--- src/rtl/ltpi_pkg.sv ---
package ltpi_pkg;
  typedef enum logic [1:0] {
    SL_EMIT  = 2'd0,
    SL_SPLIT = 2'd1,
    SL_FLIP  = 2'd2,
    SL_SHIFT = 2'd3
  } slot_e;
endpackage

--- src/rtl/ltpi_gen.sv ---
module ltpi_gen #(
  parameter int W = 8,
  parameter logic [W-1:0] TAPS = 8'hB8,
  parameter logic [W-1:0] SEED = 8'h01
) (
  input  logic         clk,
  input  logic         rst_n,
  input  logic         adv,
  output logic [W-1:0] cur,
  output logic [W-1:0] nxt
);
  logic fb;

  assign fb  = ^(cur & TAPS);
  assign nxt = {cur[W-2:0], fb};

  always_ff @(posedge clk or negedge rst_n) begin
    if (!rst_n)   cur <= SEED;
    else if (adv) cur <= nxt;
  end
endmodule

--- src/rtl/ltpi_seq.sv ---
module ltpi_seq
  import ltpi_pkg::*;
(
  input  logic  clk,
  input  logic  rst_n,
  input  logic  go,
  output slot_e slot,
  output logic  adv
);
  always_ff @(posedge clk or negedge rst_n) begin
    if (!rst_n) slot <= SL_EMIT;
    else if (go) begin
      unique case (slot)
        SL_EMIT:  slot <= SL_SPLIT;
        SL_SPLIT: slot <= SL_FLIP;
        SL_FLIP:  slot <= SL_SHIFT;
        default:  slot <= SL_EMIT;
      endcase
    end
  end

  assign adv = go && (slot == SL_SHIFT);
endmodule

--- src/rtl/ltpi_mix.sv ---
module ltpi_mix
  import ltpi_pkg::*;
#(
  parameter int W       = 8,
  parameter int INS_BIT = W / 2
) (
  input  slot_e        slot,
  input  logic [W-1:0] cur,
  input  logic [W-1:0] nxt,
  output logic [W-1:0] mix
);
  localparam int H = W / 2;

  for (genvar i = 0; i < W; i++) begin : g_bit
    if (i < H) begin : g_low
      // lower half follows the coming pattern in every intermediate slot
      assign mix[i] = (slot == SL_EMIT) ? cur[i] : nxt[i];
    end else if (i == INS_BIT) begin : g_ins
      assign mix[i] = (slot == SL_FLIP) ? nxt[i] : cur[i];
    end else begin : g_high
      assign mix[i] = cur[i];
    end
  end
endmodule

--- src/rtl/lt_pattern_inserter.sv ---
module lt_pattern_inserter
  import ltpi_pkg::*;
#(
  parameter int W = 8,
  parameter logic [W-1:0] TAPS = 8'hB8,
  parameter logic [W-1:0] SEED = 8'h01,
  parameter int INS_BIT = W / 2
) (
  input  logic         clk,
  input  logic         rst_n,
  input  logic         step_en,
  input  logic         pat_ready,
  output logic         pat_valid,
  output logic [W-1:0] pat_data
);
  logic         step;
  logic         adv;
  slot_e        slot_q;
  logic [W-1:0] cur;
  logic [W-1:0] nxt;
  logic [W-1:0] mix;

  assign step = step_en && (!pat_valid || pat_ready);

  ltpi_seq u_seq (
    .clk  (clk),
    .rst_n(rst_n),
    .go   (step),
    .slot (slot_q),
    .adv  (adv)
  );

  ltpi_gen #(.W(W), .TAPS(TAPS), .SEED(SEED)) u_gen (
    .clk  (clk),
    .rst_n(rst_n),
    .adv  (adv),
    .cur  (cur),
    .nxt  (nxt)
  );

  ltpi_mix #(.W(W), .INS_BIT(INS_BIT)) u_mix (
    .slot(slot_q),
    .cur (cur),
    .nxt (nxt),
    .mix (mix)
  );

  always_ff @(posedge clk or negedge rst_n) begin
    if (!rst_n) begin
      pat_valid <= 1'b0;
      pat_data  <= '0;
    end else if (step) begin
      pat_valid <= (slot_q != SL_SHIFT);
      if (slot_q != SL_SHIFT) pat_data <= mix;
    end else if (pat_ready) begin
      pat_valid <= 1'b0;
    end
  end
endmodule

--- config.mk ---
export PLATFORM = sky130hd
export DESIGN_NAME = lt_pattern_inserter
export DESIGN_NICKNAME = d
export VERILOG_FILES = /design/src/rtl/ltpi_pkg.sv /design/src/rtl/ltpi_gen.sv /design/src/rtl/ltpi_seq.sv /design/src/rtl/ltpi_mix.sv /design/src/rtl/lt_pattern_inserter.sv
export SDC_FILE = /design/constraint.sdc
export NUM_CORES = 1
export LEC_CHECK = 0
export BUFFER_PORTS_ARGS = -buffer_cell sky130_fd_sc_hd__buf_2
export CAP_MARGIN = 15
export CORE_AREA = 2 2 43 45
export CTS_CLUSTER_DIAMETER = 50
export DETAILED_ROUTE_END_ITERATION = 8
export DIE_AREA = 0 0 45 47
export GPL_TIMING_DRIVEN = 0
export PLACE_DENSITY = 0.72
export REMOVE_ABC_BUFFERS = 1
export SKIP_CTS_REPAIR_TIMING = 1
export SLEW_MARGIN = 20
export SYNTH_ARGS = -nofsm -noshare
export SYNTH_HDL_FRONTEND = slang
export SYNTH_SLANG_ARGS = --single-unit
--- constraint.sdc ---
create_clock -name clk -period 1.8 [get_ports clk]
set_input_delay 0.09 -clock clk [delete_from_list [all_inputs] [get_ports clk]]
set_output_delay 0.09 -clock clk [all_outputs]
set_load 0.03 [all_outputs]
After elaboration in Yosys (flattened, before gate mapping)
Cells that the tools add are included.

storage, ports and cells
  latch bits = 0
  bits in writable memories = 0
  memories kept = 0
  flip-flop bits (word level) = 19
  ROM bits = 0
  input port bits = 4
  output and inout port bits = 9
  word-level logic and storage cells = 24

operators by class
  bitwise gates (word level) = 0
  divide/modulo/power cells = 0
  $lt $le $gt $ge = 0
  eq/ne operators = 4
  shift-type cells = 0
  add/subtract/negate cells = 0
  reductions and logical operators = 8
  muxes and demuxes = 8
  $mul = 0

operator list
  kind                                                              count
  8-bit parity                                                      1
  1-bit 2-to-1 mux                                                  7
  2-bit case mux with 3 select lines                                1
  2-bit == test (second input constant)                             2
  2-bit by 1-bit == test with 1-bit output (second input constant)  1
  1-bit logical AND                                                 2
  2-bit logical NOT                                                 1
  2-bit inequality test (second input constant)                     1
  2-bit AND reduction                                               1
  2-bit nonzero test                                                1
  1-bit logical NOT                                                 1
  1-bit logical OR                                                  1

Logic depth before layout (Yosys ltp)
  word-level depth = 4
  mapped depth = 5
  depth with buffers taken out = 4

By module
From an unflattened synthesis, not the netlist that was laid out.

second synthesis, totals
  cells, all modules = 72
  area, all modules = 987.2 sq um

by module, submodules not included
  module               area an instance (sq um)  times used  cells an instance  seq. area each (sq um)
  ltpi_gen             386.6                     1           28                 201.4
  lt_pattern_inserter  361.6                     1           22                 225.2
  ltpi_seq             121.4                     1           12                 50.0
  ltpi_mix             117.6                     1           10                 0.0

Worst setup path after synthesis
No wires, ideal clock.

  path type = reg-to-reg
  from = register u_seq.slot[1]
  to = register pat_data[5]
  required time = 1,672 ps
  library setup time = 128 ps
  slack = 530 ps
  clock period less this slack = 1,270 ps
  stages on the path, launching flop included = 4
  arrival time = 1,142 ps
  buffers on the path = 0
  cells stage by stage = dfrtp_1 -> ha_1 -> nand3b_1 -> mux2_1

on the way
  longest elaborated chain between the ends = 2

ends and longest elaborated chain
  what                           line                       source
  from (decl)                    ltpi_seq.sv:7              output slot_e slot,
  from (signal assigned)         ltpi_seq.sv:11             if (!rst_n) slot <= SL_EMIT;
  from (signal assigned)         ltpi_seq.sv:14             SL_EMIT: slot <= SL_SPLIT;
  from (signal assigned)         ltpi_seq.sv:15             SL_SPLIT: slot <= SL_FLIP;
  2-bit inequality test          lt_pattern_inserter.sv:54  if (slot_q != SL_SHIFT) pat_data <= mix;
  2-bit AND reduction (no line)  -
  to (signal assigned)           lt_pattern_inserter.sv:54
  to (decl)                      lt_pattern_inserter.sv:14  output logic [W-1:0] pat_data

No other way between the ends.
A chain may end at the register's enable or synchronous reset.

Worst setup path in the final report
  from = register u_seq.slot[1]
  to = register pat_data[7]

The elaborated chain is that of the path after synthesis.

==> reports/metrics.cfg <==
[run_status]
status=finished, final reports clean

[cts]
clk_pin_slew_ns=0.11
root_buffer=clkbuf_4
clk_path_buf_depth=2
cts_sinks=19
clkLatencyLatePin_ns=0.29
h-tree-depth=1
cts_tree=built
numCtsBuffers=3

[power_and_ir_drop]
ir_drop_uv=497
finalPower_w=0.000963
power.density_nw_per_um2=1010
p_leak_nw=0.508

[route]
route.vias.total=496
drc_errors=0
routed_wl_mm=1.18
drt_iter0_drc=0
vias_per_cell=5.11
first_pass_iters=1
antenna_left=0
wl_per_cell_um=12.2

[grt]
grt_pass1_vias=491
grt.overflow.total=0
grt_max_degree=20
grt_pass1_wl_mm=2.04
track_usage=0.144
antenna_found_initial=0

[critical_path]
worstPathMaxFanout=9
critPathLaunchType=flop
worst_setup_path_end_kind=flop
rr_worst_depth=4
cp_cell_sequence=ha_1, nand3b_1, buf_4, mux2_1
worst_path_max_delay_cell=dfrtp_1
worstSetupPathType=reg2reg
critical-path-top-delay-family=flip-flops
arrival_ns=1.62
cp.buffers_inverters=1
max_stage_delay_ns=0.43
crit_cells=4
crit_required_ns=1.98

[timing]
hold_violations=0
fin_skew_ns=0.00366
slew_violations=0
worst_pin_slew_ns=0.420
tns_ns=0
rsz0062_at_grt=false
setup_violations=0
min_period_ns=1.44
fmax_ghz=0.694
post-route-period-util=0.800
slew_headroom=0.720
hold_slack_ns=0.0983

[die]
initial_core_util=0.504
pin_count=13
core.rowCount=15
dieArea_um2=2120
die_height_um=47
fp.dieW_um=45
core_um2=1650

[layout]
area.growth.synth_to_final_pct=14.7
seqCellArea_um2=477
drive_gt1_frac=0.300
nets=88
n_fill_cell=152
multiInputGateArea_um2=337
post-route-cell-area_um2=955
diodes=0
utilization=0.578

[logic_synthesis]
synth_async_sr_flop_share=1.00
avgSynthCellArea_um2=13.2
netlist_area_um2=832
ys_ff_latch=19
yosysSeqAreaShare=0.573
netlist_instances=63
synth-main-ff-cell=dfrtp_1
synth_edf_count=0
synthDistinctLibCells=19
yosysWarnings=0

[flow_run]
cap_viol_max_count=0

[placed_design]
io_buffers=12
hpwl_um=833
postPlaceCellArea_um2=902
gp_congestion=0.669

[worst_hold_path]
hold_path_depth=3
hold_path_class=in2reg

==> cells in the mapped netlist, types with 2 or more instances <==
library cell,count,share of area
dfrtp_1,18,0.54
ha_1,3,0.045
inv_1,2,0.0090
mux2_1,9,0.12
mux2_2,3,0.041
mux2i_1,5,0.060
nand2_1,7,0.032
o21ai_1,4,0.024
xnor2_1,2,0.021
==> sequential cells by signal (all words and copies together) (netlist names) <==
name / count
pat_data: 8
u_gen.cur: 8
u_seq.slot: 2
pat_valid: 1
==> report_power, final <==
group | leakage (nW) | internal [W] | switching, W | total (W)
Combinational | 0.235 | 0.000117 | 0.000156 | 0.000273
Clock | 0.0177 | 0.0000825 | 0.000125 | 0.000207
Sequential | 0.255 | 0.000459 | 0.0000236 | 0.000483
Total | 0.508 | 0.000659 | 0.000304 | 0.000963
==> worst paths after layout <==
path	start	to	slack, ns
max	u_seq.slot[1]$_DFFE_PN0P_	pat_data[7]$_DFFE_PN0P_	0.36
min	pat_ready	pat_valid$_DFFE_PN0P_	0.1
max reg2reg	u_seq.slot[1]$_DFFE_PN0P_	pat_data[7]$_DFFE_PN0P_	0.36
min reg2reg	pat_data[3]$_DFFE_PN0P_	pat_data[3]$_DFFE_PN0P_	0.49
max in group asynchronous	rst_n	u_gen.cur[0]$_DFFE_PN1P_	1.22
min in group asynchronous	rst_n	pat_data[7]$_DFFE_PN0P_	0.25
==> worst min-delay path, cell delays in order <==
cell and delay [ns]:
buf_2 0.07, nand2b_2 0.14, nand2_1 0.06
==> metal layers <==
metal | track usage | share of wire | vias up
li1 | - | - | 249
met3 | 0.0346 | 0.035 | 2
met1 | 0.163 | 0.44 | 236
met5 | 0 | 0 | -
met2 | 0.237 | 0.50 | 9
met4 | 0.106 | 0.016 | 0
==> final cells by class <==
class                      count  area share
clock buffer                   3      0.0236
inverter                       2     0.00786
multi-input combinational     40       0.353
timing repair buffer          15      0.0891
tap                           17      0.0223
clock inverter                 1     0.00524
sequential                    19       0.499
==> cells in the final DEF, fill, tap and decap left out <==
cell and n:
mux2_1 9, o21ai_1 4, inv_1 2, nand2b_2 1, xnor2_1 2, dfrtp_1 18, buf_2 12, buf_4 2
o21ai_0 1, clkinv_2 1, mux2_2 3, mux2i_1 5, clkbuf_4 3, xor2_1 1, dfstp_2 1, nand3_2 1
nand3b_1 1, nor3_1 1, dlygate4sd3_1 1, a21oi_1 1, nand2_1 7, ha_1 3
==> per-stage QoR <==
stage               std cells  setup slack [ns]
global placement           90             0.122
global route               97             0.298
floorplan                  61             0.326
detailed placement         90            0.0952
finish                     97             0.359
CTS                        94            0.0789
==> kinds of logic after synthesis <==
kind of cell             synth area share
multiplexers                        0.223
buffers and inverters              0.0226
AO/OA/AOI/OAI                      0.0361
XOR/XNOR                           0.0316
flip-flops                          0.573
adder cells (fa/ha/maj)            0.0451
AND/OR/NAND/NOR                    0.0692
(Power assumes the default switching activity.)
